--- src/rtl/board_ctrl_pkg.sv ---
package board_ctrl_pkg;
  localparam logic [19:0] OFF_SWITCH  = 20'h00200;
  localparam logic [19:0] OFF_STATUS  = 20'h00208;
  localparam logic [19:0] OFF_JUMPER  = 20'h00210;
  localparam logic [19:0] OFF_LED     = 20'h00408;
  localparam logic [19:0] OFF_HEXWORD = 20'h00410;
  localparam logic [19:0] OFF_CHAR0   = 20'h00418;
  localparam logic [19:0] OFF_SOFTRST = 20'h00500;
  localparam logic [19:0] OFF_BREAK   = 20'h00508;
  localparam logic [19:0] OFF_GPO     = 20'h00a00;
  localparam logic [19:0] OFF_GPI     = 20'h00a08;
  localparam logic [19:0] OFF_I2CIN   = 20'h00b00;
  localparam logic [19:0] OFF_I2COE   = 20'h00b08;
  localparam logic [19:0] OFF_I2COUT  = 20'h00b10;
  localparam logic [19:0] OFF_I2CSEL  = 20'h00b18;

  localparam logic [31:0] SOFTRST_MAGIC = 32'h0000_0042;

  typedef enum logic [3:0] {
    SEL_NONE, SEL_SWITCH, SEL_STATUS, SEL_JUMPER, SEL_LED, SEL_HEXWORD,
    SEL_CHAR, SEL_SOFTRST, SEL_BREAK, SEL_GPO, SEL_GPI, SEL_I2CIN,
    SEL_I2COE, SEL_I2COUT, SEL_I2CSEL
  } reg_sel_e;

  function automatic logic [7:0] nib2ascii(input logic [3:0] n);
    return (n < 4'd10) ? (8'h30 + {4'h0, n}) : (8'h37 + {4'h0, n});
  endfunction
endpackage

--- src/rtl/bcr_decode.sv ---
module bcr_decode
  import board_ctrl_pkg::*;
#(
  parameter int OFF_W = 20,
  parameter int NCHAR = 8,
  localparam int IDX_W = (NCHAR > 1) ? $clog2(NCHAR) : 1
) (
  input  logic [OFF_W-1:0] off_i,
  output reg_sel_e         sel_o,
  output logic [IDX_W-1:0] char_idx_o
);
  localparam logic [OFF_W-1:0] CHAR_END = OFF_W'(OFF_CHAR0) + OFF_W'(8 * NCHAR);

  logic [OFF_W-1:0] char_rel;
  logic             in_char;

  assign char_rel   = off_i - OFF_W'(OFF_CHAR0);
  assign in_char    = (off_i >= OFF_W'(OFF_CHAR0)) && (off_i < CHAR_END) && (char_rel[2:0] == 3'b000);
  assign char_idx_o = char_rel[3 +: IDX_W];

  always_comb begin
    sel_o = SEL_NONE;
    if (in_char) sel_o = SEL_CHAR;
    else begin
      case (off_i)
        OFF_W'(OFF_SWITCH):  sel_o = SEL_SWITCH;
        OFF_W'(OFF_STATUS):  sel_o = SEL_STATUS;
        OFF_W'(OFF_JUMPER):  sel_o = SEL_JUMPER;
        OFF_W'(OFF_LED):     sel_o = SEL_LED;
        OFF_W'(OFF_HEXWORD): sel_o = SEL_HEXWORD;
        OFF_W'(OFF_SOFTRST): sel_o = SEL_SOFTRST;
        OFF_W'(OFF_BREAK):   sel_o = SEL_BREAK;
        OFF_W'(OFF_GPO):     sel_o = SEL_GPO;
        OFF_W'(OFF_GPI):     sel_o = SEL_GPI;
        OFF_W'(OFF_I2CIN):   sel_o = SEL_I2CIN;
        OFF_W'(OFF_I2COE):   sel_o = SEL_I2COE;
        OFF_W'(OFF_I2COUT):  sel_o = SEL_I2COUT;
        OFF_W'(OFF_I2CSEL):  sel_o = SEL_I2CSEL;
        default:             sel_o = SEL_NONE;
      endcase
    end
  end
endmodule

--- src/rtl/bcr_display.sv ---
module bcr_display
  import board_ctrl_pkg::*;
#(
  parameter int DATA_W = 32,
  parameter int NCHAR  = 8,
  localparam int IDX_W = (NCHAR > 1) ? $clog2(NCHAR) : 1
) (
  input  logic               clk_i,
  input  logic               rst_ni,
  input  logic               word_we_i,
  input  logic               char_we_i,
  input  logic [IDX_W-1:0]   char_idx_i,
  input  logic [DATA_W-1:0]  wdata_i,
  output logic [8*NCHAR-1:0] text_o,
  output logic               upd_o
);
  logic [7:0] chars_q [NCHAR];

  for (genvar i = 0; i < NCHAR; i++) begin : g_char
    // character 0 takes the most significant nibble
    localparam int NIB = NCHAR - 1 - i;
    always_ff @(posedge clk_i or negedge rst_ni) begin
      if (!rst_ni) chars_q[i] <= 8'h20;
      else if (word_we_i) chars_q[i] <= nib2ascii(wdata_i[4*NIB +: 4]);
      else if (char_we_i && (char_idx_i == IDX_W'(i))) chars_q[i] <= wdata_i[7:0];
    end
    assign text_o[8*i +: 8] = chars_q[i];
  end

  always_ff @(posedge clk_i or negedge rst_ni) begin
    if (!rst_ni) upd_o <= 1'b0;
    else         upd_o <= word_we_i | char_we_i;
  end
endmodule

--- src/rtl/bcr_strobe.sv ---
module bcr_strobe (
  input  logic clk_i,
  input  logic rst_ni,
  input  logic fire_i,
  output logic pulse_o
);
  always_ff @(posedge clk_i or negedge rst_ni) begin
    if (!rst_ni) pulse_o <= 1'b0;
    else         pulse_o <= fire_i;
  end
endmodule

--- src/rtl/board_ctrl_regs.sv ---
module board_ctrl_regs
  import board_ctrl_pkg::*;
#(
  parameter int ADDR_W     = 32,
  parameter int DATA_W     = 32,
  parameter int OFF_W      = 20,
  parameter int NCHAR      = 8,
  parameter int BYTE_W     = 8,
  parameter int OE_W       = 2,
  parameter bit BIG_ENDIAN = 1'b1,
  localparam int IDX_W     = (NCHAR > 1) ? $clog2(NCHAR) : 1
) (
  input  logic               clk_i,
  input  logic               rst_ni,
  input  logic [ADDR_W-1:0]  addr_i,
  input  logic               we_i,
  input  logic [DATA_W-1:0]  wdata_i,
  output logic [DATA_W-1:0]  rdata_o,
  input  logic               sda_i,
  output logic [BYTE_W-1:0]  led_o,
  output logic [BYTE_W-1:0]  brk_o,
  output logic [BYTE_W-1:0]  gpo_o,
  output logic [OE_W-1:0]    i2c_oe_o,
  output logic               i2c_sel_o,
  output logic               scl_o,
  output logic               sda_o,
  output logic [8*NCHAR-1:0] disp_o,
  output logic               disp_upd_o,
  output logic               soft_rst_o
);
  localparam logic [DATA_W-1:0] STATUS_VAL = BIG_ENDIAN ? DATA_W'(32'h12) : DATA_W'(32'h10);
  localparam logic [DATA_W-1:0] I2CIN_RST  = DATA_W'(32'h3);
  localparam logic [BYTE_W-1:0] BRK_RST    = BYTE_W'(8'h0a);

  reg_sel_e          sel;
  logic [IDX_W-1:0]  char_idx;
  logic [DATA_W-1:0] i2c_out_q;

  bcr_decode #(.OFF_W(OFF_W), .NCHAR(NCHAR)) u_decode (
    .off_i      (addr_i[OFF_W-1:0]),
    .sel_o      (sel),
    .char_idx_o (char_idx)
  );

  bcr_display #(.DATA_W(DATA_W), .NCHAR(NCHAR)) u_display (
    .clk_i      (clk_i),
    .rst_ni     (rst_ni),
    .word_we_i  (we_i && (sel == SEL_HEXWORD)),
    .char_we_i  (we_i && (sel == SEL_CHAR)),
    .char_idx_i (char_idx),
    .wdata_i    (wdata_i),
    .text_o     (disp_o),
    .upd_o      (disp_upd_o)
  );

  bcr_strobe u_softrst (
    .clk_i   (clk_i),
    .rst_ni  (rst_ni),
    .fire_i  (we_i && (sel == SEL_SOFTRST) && (wdata_i == DATA_W'(SOFTRST_MAGIC))),
    .pulse_o (soft_rst_o)
  );

  always_ff @(posedge clk_i or negedge rst_ni) begin
    if (!rst_ni) begin
      led_o     <= '0;
      brk_o     <= BRK_RST;
      gpo_o     <= '0;
      i2c_oe_o  <= '0;
      i2c_sel_o <= 1'b1;
      i2c_out_q <= DATA_W'(32'h3);
    end else if (we_i) begin
      case (sel)
        SEL_LED:    led_o     <= wdata_i[BYTE_W-1:0];
        SEL_BREAK:  brk_o     <= wdata_i[BYTE_W-1:0];
        SEL_GPO:    gpo_o     <= wdata_i[BYTE_W-1:0];
        SEL_I2COE:  i2c_oe_o  <= wdata_i[OE_W-1:0];
        SEL_I2CSEL: i2c_sel_o <= wdata_i[0];
        SEL_I2COUT: i2c_out_q <= wdata_i;
        default: ;
      endcase
    end
  end

  assign scl_o = i2c_out_q[1];
  assign sda_o = i2c_out_q[0];

  always_comb begin
    rdata_o = '0;
    case (sel)
      SEL_STATUS: rdata_o = STATUS_VAL;
      SEL_LED:    rdata_o = DATA_W'(led_o);
      SEL_BREAK:  rdata_o = DATA_W'(brk_o);
      SEL_GPO:    rdata_o = DATA_W'(gpo_o);
      SEL_GPI:    rdata_o = i2c_sel_o ? i2c_out_q : '0;
      SEL_I2CIN:  rdata_o = {I2CIN_RST[DATA_W-1:1], sda_i};
      SEL_I2COE:  rdata_o = DATA_W'(i2c_oe_o);
      SEL_I2COUT: rdata_o = i2c_out_q;
      SEL_I2CSEL: rdata_o = DATA_W'(i2c_sel_o);
      default:    rdata_o = '0;
    endcase
  end
endmodule

--- config.mk ---
export PLATFORM = sky130hd
export DESIGN_NAME = board_ctrl_regs
export DESIGN_NICKNAME = d
export VERILOG_FILES = /design/src/rtl/board_ctrl_pkg.sv /design/src/rtl/bcr_decode.sv /design/src/rtl/bcr_display.sv /design/src/rtl/bcr_strobe.sv /design/src/rtl/board_ctrl_regs.sv
export SDC_FILE = /design/constraint.sdc
export NUM_CORES = 1
export LEC_CHECK = 0
export BUFFER_PORTS_ARGS = -buffer_cell sky130_fd_sc_hd__clkbuf_2
export CORE_MARGIN = 2
export CORE_UTILIZATION = 57
export DETAILED_ROUTE_END_ITERATION = 16
export PLACE_DENSITY = 0.88
export RECOVER_POWER = 100
export SLEW_MARGIN = 0
export SYNTH_ARGS = -nofsm -noshare
export SYNTH_HDL_FRONTEND = slang
export SYNTH_SLANG_ARGS = --single-unit
--- constraint.sdc ---
create_clock -name clk_i -period 4.6 [get_ports clk_i]
set_clock_uncertainty 0.2 [all_clocks]
set_input_delay 0.23 -clock clk_i [delete_from_list [all_inputs] [get_ports clk_i]]
set_output_delay 0.23 -clock clk_i [all_outputs]
set_load 0.01 [all_outputs]
==> impl_results.md <==
* First-pass GRT wire length at 31,400 µm
* Synthesized flop and latch total at between 100 and 150
* Final Max Slew Viols at 241
* GRT Overall Usage at about a third
* Via count at 6,100
* Sequential Power Share at approximately two fifths
* Synth top area cells: dfrtp_1, mux2_2, mux2i_1
* DR DRC count at 0
* Number of unique standard cell types used by synthesis at 66
* Die Footprint at approximately 13,000 µm²
* Share of cells above drive strength 1 at 20.6%
* Fin Setup TNS at 0 ns
* Antenna cells at 0
* Post-synth EDFFs at 0
* Critical Path End Type: output port
* Worst-path maximum fanout at 24
* Synth async-reset ratio at 100%
* Vias/cell at 5.99
* Post-synth top area share at 40.3%
* Die X at 114 µm
* Hold depth at 2
* Clock slew at reported path FFs at 0.05 ns
* WP data arrival at 3.56 ns
* Hold Path Class: input port to flop
* CP startpoint kind: input port
* Period utilization at 86.7%
* Most frequent cells in the layout: clkbuf_1, dfrtp_1, clkbuf_2
* Cells after Synth at about 670
* DR iter-0 viols at 519
* # rows at 40
* Htree depth at 4
* Max_slew headroom at -36.0%
* Sequential area share after synthesis at a little under half
* RSZ-0062 raised after global routing: no
* Vert. Die Dim at 114 µm
* DP Wirelength at ~14,000 µm
* Largest net degree at the start of global routing at 61
* 1st-pass router iterations at 5
* Area of the core at about 12,000 µm²
* Fin. Hold Viols at 0
* Max-cap violation count at 7
* Worst Path Required at 4.17 ns
* Worst-Skew Late Latency at around 0.42 ns
* Worst Tran Pin Value at 2.03 ns
* Pwr dens at between 300 and 400 nW/µm²
* Bufs on Longest Clock Path at 2
* Sw Ratio at 22.7%
* Storage element area at 3140 µm²
* Clock power frac at just over 50%
* # IOs at 195
* Hold Crit Start: wdata_i[30]
* CTS buffer count at 17
* Worst r2r dst: u_display.text_o[21]$_DFFE_PN1P_
* Comb pwr share at 7.4%
* Worst-case reg-to-reg path depth at 2
* CTS Sinks at 125
* VDD IR max at 0.247 mV
* Gr ovfl total at 0
* Layout Area Growth over Synthesis at 22.7%
* Post-CTS setup repair buffer count at 0
* # fillers at ~930
* Failing checks: max-capacitance violations, max-slew violations
* Switching pwr at 595 µW
* Port bufs at 182
* Most common cell after layout, fill and taps aside: clkbuf_1
* Top cell type by total area after synthesis: dfrtp_1
* Reg2reg setup slack at 3.51 ns
* Fin nets at 944
* Area occupied by multi-input gates at 3510 µm²
* Wirelength per Cell at 19.6 µm
* Post-synth net total at 755
* Internal power at 2.03 mW
* Max Fclk at 251 MHz
* Starting Density at 58.2%
* Final setup fails at 0
* Pleak at between 3 and 4 nW
* Placer Congestion at 0.879
* TritonCTS clock tree: built
* Root buf cell: clkbuf_16
* Power Total at around 2.6 mW
* Hold EP: i2c_out_q[30]$_DFFE_PN0P_
* YS warnings at 0
* Status: finished, violations left
* Post-synth top flop: dfrtp_1
* Total Wirelength at approximately 20,000 µm
* Cell area after synthesis at about 7000 µm²
* Antenna Nets Post-Route at 0
* Antenna violations before repair at 0
* Worst reg2reg startpoint: u_display.text_o[21]$_DFFE_PN1P_
* Synthesized area per cell at 10.4 µm²
* Period minus WS final at roughly 4 ns
* Kind of critical path: input port to output port
* Vias in the first global route at 5,865
[what timing repair did]
item | 4_1_cts | 5_1_grt
hold buffers | 22 | 1
hold endpoints to repair | 61 | 1
endpoints found under the setup margin | 0 | 0
resized for setup | 0 | 0
[layout make-up]
class                           instances  share of cell area, %
Multi-Input combinational cell        480                   41.1
Sequential cell                       125                   36.8
Timing Repair Buffer                  210                   12.0
Clock buffer                           25                   5.92
Tap cell                              147                   2.15
Inverter                               24                   1.05
Clock inverter                          7                  0.996
[critical path, cell delays in order]
cell      delay, ns
clkbuf_1       0.10
nor4_4         0.42
nand4_4        0.31
o32ai_2        0.71
nor2_1         0.18
o41ai_4        0.72
clkbuf_2       0.52
and2_0         0.21
clkbuf_2       0.15
[stage by stage]
step | util [%] | cell area [µm²] | worst slack, ns | std cells | hold WS, ns
final | 71.4 | 8540 | 0.613 | 1018 | 0.0174
after global routing | 71.4 | 8540 | 0.398 | 1018 | 0.00848
after CTS | 73.2 | 8750 | 1.00 | 1017 | 0.000130
after detailed placement | 66.4 | 7940 | 1.00 | 963 | -0.0220
after global placement | 66.4 | 7940 | 1.06 | 963 | -0.0263
after floorplan | - | 6960 | 1.83 | 669 | -0.266
[layer usage]
layer	GRT usage (%)	part of all wire (%)	up-vias
met5	0	0	-
met1	41.4	41	3003
met3	7.41	7.9	37
met2	51.0	49	276
met4	11.2	1.8	0
li1	-	-	2784
[flip-flops by register name (all words and copies together) (netlist names)]
register	count
u_display.text_o	64
i2c_out_q	32
brk_o	8
gpo_o	8
led_o	8
i2c_oe_o	2
i2c_sel_o	1
u_display.upd_o	1
u_softrst.pulse_o	1
[logic make-up after synthesis]
| logic type | after synthesis | synth area share, % |
|---|---|---|
| buffers and inverters | 64 | 3.79 |
| multiplexers | 101 | 15.6 |
| XOR/XNOR | 12 | 1.51 |
| flip-flops | 125 | 45.2 |
| AND/OR/NAND/NOR | 201 | 16.1 |
| AO/OA/AOI/OAI | 148 | 14.5 |
| adder cells (fa/ha/maj) | 18 | 3.24 |
[worst max-delay path by stage]
stage	start	to	cells past startpoint
5_1_grt	addr_i[2]	rdata_o[21]	9
3_3_place_gp	addr_i[2]	rdata_o[14]	9
6_report	addr_i[2]	rdata_o[9]	9
3_5_place_dp	addr_i[2]	rdata_o[14]	9
2_1_floorplan	addr_i[17]	rdata_o[2]	8
4_1_cts	addr_i[2]	rdata_o[14]	9
[power groups by stage]
| stage | Clock, mW | Combinational (mW) | Sequential [mW] |
|---|---|---|---|
| global placement | 0 | 0.173 | 1.12 |
| CTS | 1.34 | 0.193 | 1.10 |
| global route | 1.40 | 0.211 | 1.10 |
| detailed placement | 0 | 0.177 | 1.12 |
| finish | 1.33 | 0.194 | 1.10 |
| floorplan | 0 | 0.0849 | 1.12 |
[cell usage after synthesis (all sizes together) (11+ instances only)]
cell / number
nor4: 11
dfrtp: 112
mux2: 55
buf: 13
clkbuf: 27
nand3: 14
and2: 26
dfstp: 13
a21oi: 56
ha: 18
mux2i: 46
nor3: 16
inv: 24
nor2: 45
nand2: 52
o21ai: 38
Note: power is estimated with default switching activity, not from simulation.
